### src/rtl/hrp_pkg.sv
package hrp_pkg;
    localparam int IDX_W = 8;
    localparam int BYTE_W = 8;

    typedef enum logic [2:0] {
        ACC_NONE,
        ACC_INDEX,
        ACC_WRITE,
        ACC_READ,
        ACC_PEEK
    } acc_kind_e;

    localparam logic [7:0] A_REV   = 8'h00;
    localparam logic [7:0] A_CFG   = 8'h02;
    localparam logic [7:0] A_DIV   = 8'h04;
    localparam logic [7:0] A_FIDX  = 8'h58;
    localparam logic [7:0] A_FDATA = 8'h5a;
    localparam logic [7:0] A_PIX   = 8'h90;
    localparam logic [7:0] A_GIDX  = 8'hb6;
    localparam logic [7:0] A_GDATA = 8'hb8;
    localparam logic [7:0] A_NDP   = 8'he8;
    localparam logic [7:0] A_IRQ   = 8'hf6;

    localparam logic [7:0] REV_VALUE = 8'ha5;
    localparam logic [7:0] CFG_VALUE = 8'h83;
    localparam logic [7:0] DIV_FLAG  = 8'h80;
    localparam logic [7:0] NDP_FLAG  = 8'h20;

    localparam int N_PLAIN = 12;
    localparam logic [7:0] PLAIN_ADDR [N_PLAIN] = '{
        8'h04, 8'h06, 8'h0e, 8'h24, 8'h2a, 8'h56,
        8'h68, 8'h6a, 8'h8c, 8'hb4, 8'he6, 8'he8};
    localparam logic [7:0] PLAIN_MASK [N_PLAIN] = '{
        8'h3f, 8'h03, 8'hff, 8'h01, 8'hff, 8'hbf,
        8'hb7, 8'hfb, 8'h0f, 8'h87, 8'h83, 8'h1b};
    localparam logic [7:0] PLAIN_RST  [N_PLAIN] = '{
        8'h08, 8'h01, 8'h00, 8'h00, 8'h01, 8'h80,
        8'h00, 8'h00, 8'h03, 8'h00, 8'h02, 8'h00};

    localparam int N_COORD = 9;
    localparam logic [7:0] COORD_LO [N_COORD] = '{
        8'h2e, 8'h6c, 8'h70, 8'h74, 8'h78, 8'h7c, 8'h80, 8'h84, 8'h88};
    localparam logic [15:0] COORD_RST [N_COORD] = '{
        16'd1, 16'd0, 16'd0, 16'd0, 16'd0, 16'd0, 16'd0, 16'd0, 16'd0};
endpackage

### src/rtl/hrp_split_reg.sv
module hrp_split_reg #(
    parameter int W = 10,
    parameter logic [W-1:0] RST = '0
) (
    input  logic         clk,
    input  logic         rst_n,
    input  logic         wr_lo,
    input  logic         wr_hi,
    input  logic [7:0]   wbyte,
    output logic [W-1:0] value
);
    localparam int HI_W = W - 8;

    logic [W-1:0] q;

    always_ff @(posedge clk) begin
        if (!rst_n) begin
            q <= RST;
        end else begin
            if (wr_lo) q[7:0] <= wbyte;
            if (wr_hi) q[W-1:8] <= wbyte[HI_W-1:0];
        end
    end

    assign value = q;

    // a low-byte write must leave the upper field untouched
    assert_lo_keeps_hi_R9: assert property (@(posedge clk) disable iff (!rst_n)
        (wr_lo && !wr_hi) |=> (value[W-1:8] == $past(value[W-1:8])));
    // a high-byte write must leave the low byte untouched
    assert_hi_keeps_lo_R9: assert property (@(posedge clk) disable iff (!rst_n)
        (wr_hi && !wr_lo) |=> (value[7:0] == $past(value[7:0])));
endmodule

### src/rtl/hrp_stream_table.sv
module hrp_stream_table #(
    parameter int DEPTH = 32,
    parameter bit SATURATE = 1'b1,
    parameter int AW = $clog2(DEPTH),
    parameter int PTR_W = SATURATE ? AW + 1 : AW
) (
    input  logic             clk,
    input  logic             rst_n,
    input  logic             ptr_load,
    input  logic [PTR_W-1:0] ptr_wdata,
    input  logic             wr,
    input  logic             rd,
    input  logic [7:0]       wbyte,
    output logic [7:0]       rbyte,
    output logic [PTR_W-1:0] ptr
);
    logic [7:0]       mem [DEPTH];
    logic [PTR_W-1:0] ptr_q;
    logic             in_range;
    logic [AW-1:0]    slot;

    generate
        if (SATURATE) begin : g_sat
            assign in_range = ({1'b0, ptr_q} < (PTR_W+1)'(DEPTH));
        end else begin : g_wrap
            assign in_range = 1'b1;
        end
    endgenerate

    assign slot = ptr_q[AW-1:0];

    always_ff @(posedge clk) begin
        if (!rst_n) begin
            ptr_q <= '0;
        end else if (ptr_load) begin
            ptr_q <= ptr_wdata;
        end else if ((wr || rd) && in_range) begin
            ptr_q <= ptr_q + 1'b1;
        end
    end

    always_ff @(posedge clk) begin
        if (!rst_n) begin
            for (int k = 0; k < DEPTH; k++) mem[k] <= 8'h00;
        end else if (wr && in_range) begin
            mem[slot] <= wbyte;
        end
    end

    assign rbyte = in_range ? mem[slot] : 8'h00;
    assign ptr   = ptr_q;

    generate
        if (SATURATE) begin : g_sat_chk
            // accesses below the end step the pointer by one
            assert_ptr_step_R8: assert property (@(posedge clk) disable iff (!rst_n)
                ((wr || rd) && !ptr_load && ({1'b0, ptr} < (PTR_W+1)'(DEPTH)))
                |=> (ptr == $past(ptr) + 1'b1));
            // at the end the pointer holds and reads give zero
            assert_ptr_hold_R8: assert property (@(posedge clk) disable iff (!rst_n)
                ((wr || rd) && !ptr_load && ({1'b0, ptr} >= (PTR_W+1)'(DEPTH)))
                |=> $stable(ptr));
        end else begin : g_wrap_chk
            // each access steps the pointer, wrapping at its width
            assert_ptr_wrap_R7: assert property (@(posedge clk) disable iff (!rst_n)
                ((wr || rd) && !ptr_load) |=> (ptr == $past(ptr) + 1'b1));
        end
    endgenerate
endmodule

### src/rtl/hrp_irq_status.sv
module hrp_irq_status #(
    parameter int W = 8
) (
    input  logic         clk,
    input  logic         rst_n,
    input  logic         clr_wr,
    input  logic [W-1:0] keep,
    input  logic [W-1:0] set_evt,
    output logic [W-1:0] status
);
    logic [W-1:0] q;

    always_ff @(posedge clk) begin
        if (!rst_n) q <= '0;
        else        q <= (clr_wr ? (q & keep) : q) | set_evt;
    end

    assign status = q;

    // every pulsed bit is set in the following cycle
    assert_irq_set_R10: assert property (@(posedge clk) disable iff (!rst_n)
        (|set_evt) |=> ((status & $past(set_evt)) == $past(set_evt)));
    // a zero written to a bit with no concurrent set clears it
    assert_irq_clear_R10: assert property (@(posedge clk) disable iff (!rst_n)
        clr_wr |=> ((status & ~$past(keep) & ~$past(set_evt)) == '0));
endmodule

### src/rtl/hostreg_port.sv
module hostreg_port
    import hrp_pkg::*;
#(
    parameter int DATA_W      = 16,
    parameter int GAMMA_DEPTH = 256,
    parameter int FILT_DEPTH  = 32,
    parameter int COORD_W     = 10,
    parameter int IRQ_W       = 8
) (
    input  logic              clk,
    input  logic              rst_n,
    input  logic              bus_cs,
    input  logic              bus_rd,
    input  logic              bus_dc,
    input  logic [DATA_W-1:0] bus_wdata,
    input  logic [IRQ_W-1:0]  irq_event,
    output logic [DATA_W-1:0] bus_rdata
);
    localparam int GAW    = $clog2(GAMMA_DEPTH);
    localparam int FAW    = $clog2(FILT_DEPTH);
    localparam int GPTR_W = GAW;
    localparam int FPTR_W = FAW + 1;

    acc_kind_e          acc;
    logic [IDX_W-1:0]   idx_q;
    logic [7:0]         wbyte;
    logic               wdata_unused_hi;
    logic               wr_en;
    logic               rd_en;
    logic               at_stream;
    logic [7:0]         rd_val;
    logic [7:0]         plain_q [N_PLAIN];
    logic [COORD_W-1:0] coord_q [N_COORD];
    logic [7:0]         gam_rbyte;
    logic [7:0]         fil_rbyte;
    logic [GPTR_W-1:0]  gam_ptr;
    logic [FPTR_W-1:0]  fil_ptr;
    logic [IRQ_W-1:0]   irq_q;

    assign wbyte           = bus_wdata[7:0];
    assign wdata_unused_hi = ^bus_wdata[DATA_W-1:8];

    // access classification
    always_comb begin
        acc = ACC_NONE;
        if (bus_cs) begin
            unique case ({bus_dc, bus_rd})
                2'b00: acc = ACC_INDEX;
                2'b01: acc = ACC_PEEK;
                2'b10: acc = ACC_WRITE;
                2'b11: acc = ACC_READ;
            endcase
        end
    end

    assign wr_en     = (acc == ACC_WRITE);
    assign rd_en     = (acc == ACC_READ);
    assign at_stream = (idx_q == A_FDATA) || (idx_q == A_PIX) || (idx_q == A_GDATA);

    // index register
    always_ff @(posedge clk) begin
        if (!rst_n) begin
            idx_q <= '0;
        end else begin
            unique case (acc)
                ACC_INDEX: idx_q <= wbyte;
                ACC_WRITE: if (!at_stream) idx_q <= idx_q + 8'd2;
                ACC_READ:  idx_q <= idx_q + 8'd1;
                default:   ;
            endcase
        end
    end

    // plain masked registers
    generate
        for (genvar i = 0; i < N_PLAIN; i++) begin : g_plain
            logic [7:0] q;
            always_ff @(posedge clk) begin
                if (!rst_n) q <= PLAIN_RST[i];
                else if (wr_en && (idx_q == PLAIN_ADDR[i])) q <= wbyte & PLAIN_MASK[i];
            end
            assign plain_q[i] = q;
        end
    endgenerate

    // split 10-bit values
    generate
        for (genvar c = 0; c < N_COORD; c++) begin : g_coord
            logic [COORD_W-1:0] v;
            hrp_split_reg #(
                .W   (COORD_W),
                .RST (COORD_W'(COORD_RST[c]))
            ) u_split (
                .clk   (clk),
                .rst_n (rst_n),
                .wr_lo (wr_en && (idx_q == COORD_LO[c])),
                .wr_hi (wr_en && (idx_q == COORD_LO[c] + 8'd2)),
                .wbyte (wbyte),
                .value (v)
            );
            assign coord_q[c] = v;
        end
    endgenerate

    // streaming tables
    hrp_stream_table #(
        .DEPTH    (GAMMA_DEPTH),
        .SATURATE (1'b0)
    ) u_gamma (
        .clk       (clk),
        .rst_n     (rst_n),
        .ptr_load  (wr_en && (idx_q == A_GIDX)),
        .ptr_wdata (bus_wdata[GPTR_W-1:0]),
        .wr        (wr_en && (idx_q == A_GDATA)),
        .rd        (rd_en && (idx_q == A_GDATA)),
        .wbyte     (wbyte),
        .rbyte     (gam_rbyte),
        .ptr       (gam_ptr)
    );

    hrp_stream_table #(
        .DEPTH    (FILT_DEPTH),
        .SATURATE (1'b1)
    ) u_filter (
        .clk       (clk),
        .rst_n     (rst_n),
        .ptr_load  (wr_en && (idx_q == A_FIDX)),
        .ptr_wdata (FPTR_W'(bus_wdata[FAW-1:0])),
        .wr        (wr_en && (idx_q == A_FDATA)),
        .rd        (rd_en && (idx_q == A_FDATA)),
        .wbyte     (wbyte),
        .rbyte     (fil_rbyte),
        .ptr       (fil_ptr)
    );

    // interrupt status
    hrp_irq_status #(
        .W (IRQ_W)
    ) u_irq (
        .clk     (clk),
        .rst_n   (rst_n),
        .clr_wr  (wr_en && (idx_q == A_IRQ)),
        .keep    (bus_wdata[IRQ_W-1:0]),
        .set_evt (irq_event),
        .status  (irq_q)
    );

    // read multiplexer
    always_comb begin
        rd_val = 8'h00;
        for (int i = 0; i < N_PLAIN; i++) begin
            if (idx_q == PLAIN_ADDR[i]) rd_val = plain_q[i];
        end
        for (int c = 0; c < N_COORD; c++) begin
            if (idx_q == COORD_LO[c])         rd_val = coord_q[c][7:0];
            if (idx_q == COORD_LO[c] + 8'd2)  rd_val = 8'(coord_q[c][COORD_W-1:8]);
        end
        unique case (idx_q)
            A_REV:   rd_val = REV_VALUE;
            A_CFG:   rd_val = CFG_VALUE;
            A_DIV:   rd_val = rd_val | DIV_FLAG;
            A_NDP:   rd_val = rd_val | NDP_FLAG;
            A_FIDX:  rd_val = 8'(fil_ptr);
            A_FDATA: rd_val = fil_rbyte;
            A_GIDX:  rd_val = 8'(gam_ptr);
            A_GDATA: rd_val = gam_rbyte;
            A_IRQ:   rd_val = 8'(irq_q);
            default: ;
        endcase
    end

    always_ff @(posedge clk) begin
        if (!rst_n) begin
            bus_rdata <= '0;
        end else if ((acc == ACC_READ) || (acc == ACC_PEEK)) begin
            bus_rdata <= DATA_W'(rd_val);
        end
    end

    // an index cycle loads the bus low byte
    assert_index_load_R1: assert property (@(posedge clk) disable iff (!rst_n)
        (bus_cs && !bus_dc && !bus_rd) |=> (idx_q == $past(bus_wdata[7:0])));
    // ordinary data writes step by two
    assert_write_step_R2: assert property (@(posedge clk) disable iff (!rst_n)
        (bus_cs && bus_dc && !bus_rd && !at_stream) |=> (idx_q == $past(idx_q) + 8'd2));
    // streaming ports hold the index on writes
    assert_stream_hold_R3: assert property (@(posedge clk) disable iff (!rst_n)
        (bus_cs && bus_dc && !bus_rd && at_stream) |=> $stable(idx_q));
    // data reads step by one, peeks hold
    assert_read_step_R4: assert property (@(posedge clk) disable iff (!rst_n)
        (bus_cs && bus_dc && bus_rd) |=> (idx_q == $past(idx_q) + 8'd1));
    assert_peek_hold_R4: assert property (@(posedge clk) disable iff (!rst_n)
        (bus_cs && !bus_dc && bus_rd) |=> $stable(idx_q));
    // the revision register returns its constant
    assert_rev_const_R6: assert property (@(posedge clk) disable iff (!rst_n)
        (bus_cs && bus_rd && (idx_q == A_REV)) |=> (bus_rdata == DATA_W'(REV_VALUE)));
endmodule

### config.mk
export PLATFORM = sky130hd
export DESIGN_NAME = hostreg_port
export DESIGN_NICKNAME = d
export VERILOG_FILES = /design/src/rtl/hrp_pkg.sv /design/src/rtl/hrp_split_reg.sv /design/src/rtl/hrp_stream_table.sv /design/src/rtl/hrp_irq_status.sv /design/src/rtl/hostreg_port.sv
export SDC_FILE = /design/constraint.sdc
export NUM_CORES = 2
export LEC_CHECK = 0
export BUFFER_PORTS_ARGS = -buffer_cell sky130_fd_sc_hd__buf_2
export CORE_MARGIN = 3
export CORE_UTILIZATION = 64
export CTS_CLUSTER_SIZE = 40
export DETAILED_ROUTE_END_ITERATION = 16
export GPL_TIMING_DRIVEN = 1
export PLACE_DENSITY_LB_ADDON = 0.25
export SLEW_MARGIN = 0
export SYNTH_ARGS = -nofsm -noshare
export SYNTH_HDL_FRONTEND = slang
export SYNTH_SLANG_ARGS = --single-unit
### constraint.sdc
create_clock -name clk -period 4.4 [get_ports clk]
set_clock_uncertainty 0.2 [all_clocks]
set_input_delay 0.88 -clock clk [delete_from_list [all_inputs] [get_ports clk]]
set_output_delay 0.88 -clock clk [all_outputs]
set_load 0.1 [all_outputs]
==> flow_summary.yaml <==
run_status:
  outcome: "finished, final reports clean"
clock_network:
  cts_hold_buf: 1
  clk_pin_slew_ps: 70
  numCtsBuffers: 239
  cts_root_buffer: "clkbuf_16"
  post-cts-setup-buffer-count: 0
  clock-sinks: 2505
  post_cts_resize_count: 0
  clk_path_buf_depth: 3
  clock_latency_ps: 910
  cts_tree: "yes"
  htreeDepth: 4
critical_path:
  reg2reg_slack_ps: 180
  crit_fanout: 13
  crit_path_end_kind: "flop"
  crit_arrival_ps: 4860
  critPathRequiredTime_ps: 5040
  startpoint_type: "flop"
  path_class: "reg -> reg"
sta:
  finalCriticalPeriod_ps: 4220
  slew_headroom_pct: 13.6
  fmax_mhz: 237
  finalMaxSlewViolations: 0
  post-route-period-util_pct: 95.8
  rsz0062_at_grt: "no"
  finalHoldViolations: 0
  hold_ws_ps: 53.5
  worst_pin_slew_ps: 1280
  tns_ps: 0
  report.final.setup_viol: 0
global_routing:
  grt_pass1_vias: 73432
  grt_max_degree: 132
  grt_pass1_wl_um: 471000
  grt_usage_pct: 33.6
  antenna_found_initial: 17
  grt-ovfl-total: 0
logic_synthesis:
  synth_cells: 8538
  synth_edf_count: 2304
  syn-cell-area_um2: 117000
  yosysSeqAreaShare_pct: 62.5
  synth_top_area_share_pct: 59.0
  syn_area_per_cell_um2: 13.7
  yosysTopAreaCell: "edfxtp_1"
  async_flop_share_pct: 0
  ys_ff_latch: 2505
  yosys_warnings: 0
  synthTopCellsByCount: "edfxtp_1, and3_1, clkbuf_1"
  yosysUniqueCellTypes: 82
  synth_area_leaders: "edfxtp_1, mux4_2, and3_1, dfxtp_1, clkbuf_1"
  synth_ff_type: "edfxtp_1"
  synth_most_common_cell: "edfxtp_1"
pwr:
  swShare_pct: 21.8
  pwr-share-clk_pct: 41.8
  vdd_drop_max_mv: 0.440
  p_int_w: 0.0392
  switchingPower_w: 0.0109
  power_density_nw_per_um2: 392
  leakage_nw: 49.4
  combPwrFrac_pct: 4.0
  p_seq_share_pct: 54.2
drt:
  dr.pass1.iters: 6
  wirelength_um: 315000
  drc: 0
  drtIter0Drc: 11177
  route.antenna.remaining_nets: 0
  vias_per_cell: 7.01
  wire_per_inst_um: 29.5
  dr_total_vias: 74848
die:
  die-area_um2: 188000
  num_rows: 156
  start_util_pct: 64.6
  fp.dieH_um: 434
  top_level_ports: 45
  core_um2: 181000
  die_x_um: 434
final_layout:
  syn_to_final_growth_pct: 9.11
  fin_nets: 8137
  drive_gt1_share_pct: 17.5
placed_design:
  routabilityCongestion: 0.924
  hpwlAfterDp_um: 193000
  port_buffers: 28
flow_run:
  maxCapViolations: 0
min_path:
  hp-class: "in -> reg"
## worst max-delay path, cell delays in order (launching register included)
cell       delay, ps
dfxtp_1          360
inv_1            150
ha_1             530
nor4bb_1        1140
a22o_1           280
nand2_1          100
a211o_1          340
a21oi_1          230
o2111ai_1        200
a21oi_1          450
a41o_1           170
## layout by cell type (no fill, tap or decap), types with 22 or more instances in the layout
cell and n:
nor2_4 22, nor2b_1 60, dfxtp_1 192, nor3_1 65
clkinv_1 46, buf_12 91, clkbuf_1 43, and2_1 236
bufinv_16 25, edfxtp_1 2304, o21ai_0 156, a22oi_1 97
a31oi_1 23, a21boi_0 104, mux2i_1 85, nor2_1 389
buf_4 251, clkinv_2 49, clkbuf_16 240, mux4_2 648
nand3_1 39, and3_1 1803, nand2_1 783, a21oi_1 100
## kinds of logic (layout without fill, tap and decap cells)
logic type | count (synthesis) | after routing | synth area share [%]
AOI/OAI and AO/OA | 668 | 668 | 3.84
xor gates and xnor gates | 6 | 6 | 0.0448
adders and majority gates | 15 | 15 | 0.160
buffers and inverters | 1082 | 839 | 3.90
DFF | 2505 | 2505 | 62.5
muxes | 745 | 745 | 13.4
other | 1 | 15 | 0.00320
and+or+nand+nor | 3516 | 3516 | 16.2
## power by group through the flow
stage / Clock, W / Combinational (W) / Sequential (W)
final: 0.0209 / 0.00201 / 0.0272
after global routing: 0.0220 / 0.00209 / 0.0272
after CTS: 0.0210 / 0.00197 / 0.0272
after detailed placement: 0 / 0.00196 / 0.0277
after global placement: 0 / 0.00192 / 0.0276
after floorplan: 0 / 0.00123 / 0.0275
## registers in the layout, indices dropped and copies added (netlist names), named ones only
name and cells:
bus_rdata 8, g_coord.u_split.value 90, g_plain.q 60, idx_q 8, u_filter.mem 256, u_filter.ptr 6, u_gamma.mem 2048, u_gamma.ptr 8
u_irq.status 8
## metal layers
metal	part of all wire, %	global-route usage (%)	vias to the layer above
li1	-	-	31580
met1	36	46.4	37339
met2	48	52.4	5112
met3	12	7.60	811
met4	4.5	14.0	6
met5	0.031	0.286	-
## worst paths after layout
check | startpoint | to | cells after the start
max | idx_q[0] | bus_rdata[4] | 10
min | irq_event[6] | u_irq.status[6] | 2
max reg2reg | idx_q[0] | bus_rdata[4] | 10
min reg2reg | g_coord[3].u_split.value[3] | g_coord[3].u_split.value[3] | 2
## per-stage QoR
| stage | cells | cell area, um^2 | power (W) | utilization (%) | setup slack (ps) |
|---|---|---|---|---|---|
| floorplan | 8545 | 117000 | 0.0287 | - | 711 |
| global placement | 10221 | 120000 | 0.0295 | 66.1 | 163 |
| detailed placement | 10221 | 120000 | 0.0296 | 66.1 | 111 |
| CTS | 10672 | 128000 | 0.0501 | 70.5 | 355 |
| global route | 10673 | 128000 | 0.0513 | 70.5 | 150 |
| finish | 10679 | 128000 | 0.0501 | 70.5 | 184 |
## layout make-up
class | instances | area, um^2
inverters | 18 | 77.6
fillers | 11465 | 53500
repair buffers | 371 | 3940
flip-flops and latches | 2505 | 73200
clock buffers | 298 | 6370
clock inverters | 152 | 1580
well taps | 2370 | 2970
diodes | 7 | 17.5
multi-input cells | 4958 | 39700
No activity file was read; power rests on OpenSTA's default activity.
